## src/rtl/blkx_pkg.sv

```systemverilog
package blkx_pkg;
  typedef enum logic [1:0] {
    ST_IDLE  = 2'd0,
    ST_CHECK = 2'd1,
    ST_XFER  = 2'd2,
    ST_WB    = 2'd3
  } blkx_state_e;

  // bit positions inside the transfer word
  localparam int unsigned POS_PRE     = 24;
  localparam int unsigned POS_UP      = 23;
  localparam int unsigned POS_SYS     = 22;
  localparam int unsigned POS_WB      = 21;
  localparam int unsigned POS_LOAD    = 20;
  localparam int unsigned POS_BASE_LO = 16;
endpackage

```

## src/rtl/blkx_decode.sv

```systemverilog
module blkx_decode
  import blkx_pkg::*;
#(
  parameter int unsigned IW   = 32,
  parameter int unsigned NREG = 16,
  localparam int unsigned RIW = $clog2(NREG)
) (
  input  logic [IW-1:0]  instr,
  output logic           pre,
  output logic           up,
  output logic           wbk,
  output logic           ld,
  output logic [RIW-1:0] base_idx,
  output logic           is_undef
);
  logic [NREG-1:0] mask;
  logic            refused_bit;
  logic            unused_hi;

  assign mask        = instr[NREG-1:0];
  assign pre         = instr[POS_PRE];
  assign up          = instr[POS_UP];
  assign refused_bit = instr[POS_SYS];
  assign wbk         = instr[POS_WB];
  assign ld          = instr[POS_LOAD];
  assign base_idx    = instr[POS_BASE_LO +: RIW];
  assign unused_hi   = ^{instr[IW-1:POS_PRE+1], mask[NREG-2:0]};

  // the top register cannot be moved by this block, and the refused bit is rejected
  assign is_undef = refused_bit | mask[NREG-1];
endmodule

```

## src/rtl/blkx_pick.sv

```systemverilog
module blkx_pick #(
  parameter int unsigned NREG = 16,
  localparam int unsigned RIW = $clog2(NREG)
) (
  input  logic            clk,
  input  logic            rst_n,
  input  logic [NREG-1:0] pend,
  input  logic            up,
  output logic [RIW-1:0]  idx,
  output logic            any,
  output logic            last
);
  function automatic logic [RIW-1:0] lowest_set(input logic [NREG-1:0] v);
    lowest_set = '0;
    for (int i = NREG - 1; i >= 0; i--)
      if (v[i]) lowest_set = RIW'(i);
  endfunction

  function automatic logic [RIW-1:0] highest_set(input logic [NREG-1:0] v);
    highest_set = '0;
    for (int i = 0; i < NREG; i++)
      if (v[i]) highest_set = RIW'(i);
  endfunction

  assign idx  = up ? lowest_set(pend) : highest_set(pend);
  assign any  = |pend;
  assign last = any && ((pend & (pend - NREG'(1))) == '0);

  // the chosen register is always one still pending
  a_r5_pick_listed: assert property (@(posedge clk) disable iff (!rst_n)
    any |-> pend[idx]);

  // nothing pending lies on the near side of the chosen index
  a_r3_pick_order: assert property (@(posedge clk) disable iff (!rst_n)
    (any && up) |-> ((pend & ((NREG'(1) << idx) - NREG'(1))) == '0));
  a_r3_pick_order_dn: assert property (@(posedge clk) disable iff (!rst_n)
    (any && !up) |-> ((pend >> idx) == NREG'(1)));
endmodule

```

## src/rtl/blkx_addr.sv

```systemverilog
module blkx_addr #(
  parameter int unsigned AW   = 32,
  parameter int unsigned STEP = 4
) (
  input  logic          clk,
  input  logic          rst_n,
  input  logic          load_en,
  input  logic [AW-1:0] base,
  input  logic          step_en,
  input  logic          up,
  input  logic          pre,
  output logic [AW-1:0] acc_addr,
  output logic [AW-1:0] run_addr
);
  logic [AW-1:0] run_q;

  function automatic logic [AW-1:0] stride(input logic [AW-1:0] a, input logic dir_up);
    stride = dir_up ? a + AW'(STEP) : a - AW'(STEP);
  endfunction

  always_ff @(posedge clk or negedge rst_n) begin
    if (!rst_n)       run_q <= '0;
    else if (load_en) run_q <= base;
    else if (step_en) run_q <= stride(run_q, up);
  end

  assign acc_addr = pre ? stride(run_q, up) : run_q;
  assign run_addr = run_q;

  // the running address starts from the base
  a_r4_start_at_base: assert property (@(posedge clk) disable iff (!rst_n)
    load_en |=> run_q == $past(base));

  // each completed access moves the running address by one word
  a_r3_stride: assert property (@(posedge clk) disable iff (!rst_n)
    (step_en && !load_en) |=>
      (($past(up) ? run_q - $past(run_q) : $past(run_q) - run_q) == AW'(STEP)));
endmodule

```

## src/rtl/blkx_seq.sv

```systemverilog
module blkx_seq
  import blkx_pkg::*;
#(
  parameter int unsigned IW   = 32,
  parameter int unsigned AW   = 32,
  parameter int unsigned DW   = 32,
  parameter int unsigned NREG = 16,
  parameter int unsigned STEP = 4,
  localparam int unsigned RIW = $clog2(NREG)
) (
  input  logic           clk,
  input  logic           rst_n,
  input  logic           start,
  input  logic [IW-1:0]  instr,
  input  logic [AW-1:0]  base_val,
  output logic           busy,
  output logic           done,
  output logic           undef_flag,
  output logic           mem_req,
  output logic           mem_we,
  output logic [AW-1:0]  mem_addr,
  output logic [DW-1:0]  mem_wdata,
  input  logic           mem_ack,
  input  logic [DW-1:0]  mem_rdata,
  output logic [RIW-1:0] rf_idx,
  input  logic [DW-1:0]  rf_rdata,
  output logic           rf_we,
  output logic [DW-1:0]  rf_wdata
);
  blkx_state_e     state_q, state_d;
  logic [IW-1:0]   instr_q;
  logic [NREG-1:0] pend_q;

  logic            pre, up, wbk, ld, is_undef;
  logic [RIW-1:0]  base_idx, pick_idx;
  logic            any, last;
  logic [AW-1:0]   acc_addr, run_addr;

  // named internal events
  logic ev_capture, ev_step, ev_last_step, ev_refuse, ev_empty;

  blkx_decode #(.IW(IW), .NREG(NREG)) u_dec (
    .instr(instr_q), .pre(pre), .up(up), .wbk(wbk), .ld(ld),
    .base_idx(base_idx), .is_undef(is_undef)
  );

  blkx_pick #(.NREG(NREG)) u_pick (
    .clk(clk), .rst_n(rst_n), .pend(pend_q), .up(up),
    .idx(pick_idx), .any(any), .last(last)
  );

  blkx_addr #(.AW(AW), .STEP(STEP)) u_addr (
    .clk(clk), .rst_n(rst_n), .load_en(ev_capture), .base(base_val),
    .step_en(ev_step), .up(up), .pre(pre),
    .acc_addr(acc_addr), .run_addr(run_addr)
  );

  assign ev_capture   = (state_q == ST_IDLE) && start;
  assign ev_step      = (state_q == ST_XFER) && mem_ack;
  assign ev_last_step = ev_step && last;
  assign ev_refuse    = (state_q == ST_CHECK) && is_undef;
  assign ev_empty     = (state_q == ST_CHECK) && !is_undef && !any;

  always_comb begin
    state_d = state_q;
    unique case (state_q)
      ST_IDLE:  if (start) state_d = ST_CHECK;
      ST_CHECK: begin
        if (is_undef)  state_d = ST_IDLE;
        else if (!any) state_d = wbk ? ST_WB : ST_IDLE;
        else           state_d = ST_XFER;
      end
      ST_XFER:  if (ev_last_step) state_d = wbk ? ST_WB : ST_IDLE;
      ST_WB:    state_d = ST_IDLE;
      default:  state_d = ST_IDLE;
    endcase
  end

  always_ff @(posedge clk or negedge rst_n) begin
    if (!rst_n) begin
      state_q <= ST_IDLE;
      instr_q <= '0;
      pend_q  <= '0;
    end else begin
      state_q <= state_d;
      if (ev_capture) begin
        instr_q <= instr;
        pend_q  <= instr[NREG-1:0];
      end else if (ev_step) begin
        pend_q <= pend_q & ~(NREG'(1) << pick_idx);
      end
    end
  end

  assign busy       = (state_q != ST_IDLE);
  assign mem_req    = (state_q == ST_XFER);
  assign mem_we     = !ld;
  assign mem_addr   = acc_addr;
  assign mem_wdata  = rf_rdata;
  assign rf_idx     = (state_q == ST_WB) ? base_idx : pick_idx;
  assign rf_we      = (ev_step && ld) || (state_q == ST_WB);
  assign rf_wdata   = (state_q == ST_WB) ? DW'(run_addr) : mem_rdata;
  assign undef_flag = ev_refuse;
  assign done       = ev_refuse || (ev_empty && !wbk) ||
                      (ev_last_step && !wbk) || (state_q == ST_WB);

  // a waiting request keeps its address and register
  a_r10_hold: assert property (@(posedge clk) disable iff (!rst_n)
    (mem_req && !mem_ack) |=> (mem_req && $stable(mem_addr) && $stable(rf_idx)));

  // each acknowledge retires exactly one pending register
  a_r10_one_per_ack: assert property (@(posedge clk) disable iff (!rst_n)
    (mem_req && mem_ack) |=> ($countones(pend_q) == $countones($past(pend_q)) - 1));

  // completion is a single pulse inside the busy window
  a_r9_done_pulse: assert property (@(posedge clk) disable iff (!rst_n)
    done |=> !done);
  a_r9_done_busy: assert property (@(posedge clk) disable iff (!rst_n)
    done |-> busy);

  // a refused word ends quietly
  a_r2_undef_quiet: assert property (@(posedge clk) disable iff (!rst_n)
    undef_flag |-> (done && !mem_req && !rf_we));
  a_r2_undef_no_xfer: assert property (@(posedge clk) disable iff (!rst_n)
    undef_flag |=> !busy);

  // a store never writes the register file
  a_r6_store_no_rf: assert property (@(posedge clk) disable iff (!rst_n)
    (mem_req && mem_we) |-> !rf_we);

  // an empty mask never reaches the access state
  a_r8_empty_no_access: assert property (@(posedge clk) disable iff (!rst_n)
    ev_empty |=> !mem_req);
endmodule

```

## config.mk

```make
export PLATFORM = sky130hd
export DESIGN_NAME = blkx_seq
export DESIGN_NICKNAME = d
export VERILOG_FILES = /design/src/rtl/blkx_pkg.sv /design/src/rtl/blkx_decode.sv /design/src/rtl/blkx_pick.sv /design/src/rtl/blkx_addr.sv /design/src/rtl/blkx_seq.sv
export SDC_FILE = /design/constraint.sdc
export NUM_CORES = 1
export LEC_CHECK = 0
export ABC_AREA = 0
export BUFFER_PORTS_ARGS = -buffer_cell sky130_fd_sc_hd__buf_2
export CAP_MARGIN = 15
export CORE_AREA = 3 3 85 168
export CTS_CLUSTER_DIAMETER = 80
export DETAILED_ROUTE_END_ITERATION = 16
export DIE_AREA = 0 0 88 171
export GPL_TIMING_DRIVEN = 0
export PLACE_DENSITY_LB_ADDON = 0.25
export SLEW_MARGIN = 15
export SYNTH_ARGS = -nofsm -noshare
export SYNTH_HDL_FRONTEND = slang
export SYNTH_HIERARCHICAL = 1
export SYNTH_SLANG_ARGS = --single-unit
```

## constraint.sdc

```tcl
create_clock -name clk -period 4.6 [get_ports clk]
set_input_delay 0.23 -clock clk [delete_from_list [all_inputs] [get_ports clk]]
set_output_delay 0.23 -clock clk [all_outputs]
set_load 0.01 [all_outputs]
```

==> results.sh <==
export IMPL_outcome="finished, final reports clean"
export IMPL_p_sw_share_pct=49.8
export IMPL_ioPinCount=238
export IMPL_routedWlPerCell_microns=17.3
export IMPL_die_h_microns=171
export IMPL_path_class="reg -> out"
export IMPL_fin_crit_sh_pct=94.8
export IMPL_areaGrowthSynthToFinish_pct=26.1
export IMPL_grt_overflow_total=0
export IMPL_finalMaxSlewViolations=0
export IMPL_synth_area_sq_um=6040
export IMPL_clkTransAtPathRegs_ns=0.06
export IMPL_p_total_mw=7.06
export IMPL_initial_core_util_pct=46.3
export IMPL_slew_headroom_pct=43.3
export IMPL_dr_pass1_iters=5
export IMPL_worst_path_largest_cell_delay_ns=0.52
export IMPL_fmax_mhz=229
export IMPL_fillCellCount=1254
export IMPL_multiInputGateArea_sq_um=3950
export IMPL_power_density_nw_per_um2=926
export IMPL_cp_num_buf_inv=4
export IMPL_critical_path_cell_chain="buf_4, clkinvlp_4, buf_4, ha_1, a21o_1, a21o_1, a21oi_1, o211ai_1, a21oi_1, o31ai_1, a2111oi_2, o21ai_0, a31oi_1, buf_2"
export IMPL_antenna_found_initial=0
export IMPL_pre_cts_slack_ns=0.0161
export IMPL_ir_drop_uv=425
export IMPL_synthesis_instances=717
export IMPL_numCtsBuffers=9
export IMPL_fin_crit_ns=4.36
export IMPL_clock_root_buffer="clkbuf_16"
export IMPL_rsz0062_at_grt="false"
export IMPL_regArea_sq_um=1500
export IMPL_p_int_mw=3.54
export IMPL_finalSetupViolCount=0
export IMPL_syn_avg_cell_area_sq_um=8.43
export IMPL_combinationalPowerShare_pct=74.2
export IMPL_grt_max_degree=47
export IMPL_crit_fanout=15
export IMPL_io_buffer_count=198
export IMPL_syn_nets=878
export IMPL_gp_congestion=0.946
export IMPL_dpl_hpwl_microns=14800
export IMPL_grt_total_usage_pct=24.3
export IMPL_hold_class="in -> reg"
export IMPL_vias=6105
export IMPL_antenna_cells=0
export IMPL_final_setup_tns_ns=0
export IMPL_endpoint_kind="primary output"
export IMPL_yosysWarnings=6
export IMPL_coreArea_sq_um=13100
export IMPL_fin_ws_ns=0.239
export IMPL_fp_dieArea_sq_um=15000
export IMPL_most_common_layout_cells="203 x buf_2, 105 x nand2_1, 60 x mux2_2, 60 x dfrtp_1, 52 x o21ai_0"
export IMPL_drive_above_1_share_pct=38.4
export IMPL_detail_route_iter0_violations=228
export IMPL_finalHoldViolations=0
export IMPL_vias_per_cell=5.60
export IMPL_wl_microns=18900
export IMPL_finClkSkew_ns=0.00934
export IMPL_clock_latency_ns=0.33
export IMPL_nNetsFinal=1094
export IMPL_crit_required_ns=4.37
export IMPL_antenna_left=0
export IMPL_post_route_drc_count=0
export IMPL_tritoncts="done"
export IMPL_grt_pass1_vias=5974
export IMPL_htree_levels=3
export IMPL_num_rows=59
export IMPL_crit_slowest_cell="a2111oi_2"
export IMPL_leakage_nw=3.59
export IMPL_ctsLongestPathBuffers=2
export IMPL_arrival_ns=4.13
export IMPL_final_common_cell="buf_2"
export IMPL_pwr_share_seq_pct=15.4
export IMPL_grt_pass1_wl_microns=28600
export IMPL_path_delay_family="compound AO/OA/AOI/OAI gates"
export IMPL_switchingPower_mw=3.52
export IMPL_start_kind="flop"
export IMPL_clockPowerShare_pct=10.4
export IMPL_hold_slack_ns=0.0868
export IMPL_cts_sinks=60
export IMPL_fp_dieW_microns=88
export IMPL_tightest_slew_ns=0.851
export IMPL_drv_cap=0
==> power by group through the flow <==
stage	Combinational (mW)	Clock, mW	Sequential [mW]
3_5_place_dp	5.16	0	1.10
3_3_place_gp	5.11	0	1.09
4_1_cts	5.20	0.755	1.09
6_report	5.24	0.733	1.09
5_1_grt	5.76	0.778	1.14
2_1_floorplan	3.84	0	1.00
==> final cells by class <==
class / count / area share [%]
repair buffers: 204 / 13.9
clock inverters: 6 / 1.17
multi-input cells: 557 / 51.7
repair inverters: 1 / 0.0985
clock buffers: 10 / 3.00
well taps: 152 / 2.49
plain buffers: 83 / 6.99
inverters: 17 / 0.886
flip-flops and latches: 60 / 19.7
==> metal layers <==
layer,up-vias,global-route usage [%],wire [microns]
met4,0,11.4,677
met2,250,48.1,10700
li1,2989,-,-
met1,2823,23.1,6410
met5,-,0,0
met3,43,4.10,1120
==> per-stage QoR <==
stage / area, sq um / cells / utilization (%)
3_5_place_dp: 7250 / 1068 / 55.5
3_3_place_gp: 7220 / 1067 / 55.3
5_1_grt: 7620 / 1090 / 58.3
2_1_floorplan: 6040 / 717 / -
4_1_cts: 7590 / 1086 / 58.1
6_report: 7620 / 1090 / 58.3
==> worst reg2reg max path: cells and delay by family, from the launching register on <==
kind / cells / cell delay, ns
buffers and inverters: 3 / 0.64
AOI/OAI and AO/OA: 8 / 2.08
and+or+nand+nor: 1 / 0.13
DFF: 1 / 0.35
adders and majority gates: 1 / 0.40
==> state kept, by name, summed over array words and instances, names as in the netlist <==
name	count
instr_q	10
state_q	2
pend_q	16
u_addr/run_addr	32
==> final timing paths <==
check / slack (ns) / start / cells past startpoint / end
min in group asynchronous: 0.31 / rst_n / 2 / u_addr/run_addr[30]
worst min register to register: 0.47 / instr_q[22] / 2 / instr_q[22]
max in group asynchronous: 3.77 / rst_n / 3 / u_addr/run_addr[12]
worst max register to register: 0.95 / instr_q[23] / 13 / u_addr/run_addr[28]
worst max-delay path: 0.24 / instr_q[23] / 14 / mem_addr[28]
worst min-delay path: 0.09 / instr[7] / 3 / pend_q[7]
==> what timing repair did <==
item,4_1_cts,5_1_grt
endpoints found under the hold margin,14,0
setup endpoints to repair,4,3
hold buffers,1,0
buffers inserted,0,4
gates resized for setup,1,1
gates cloned,1,0
(Power assumes the default switching activity.)
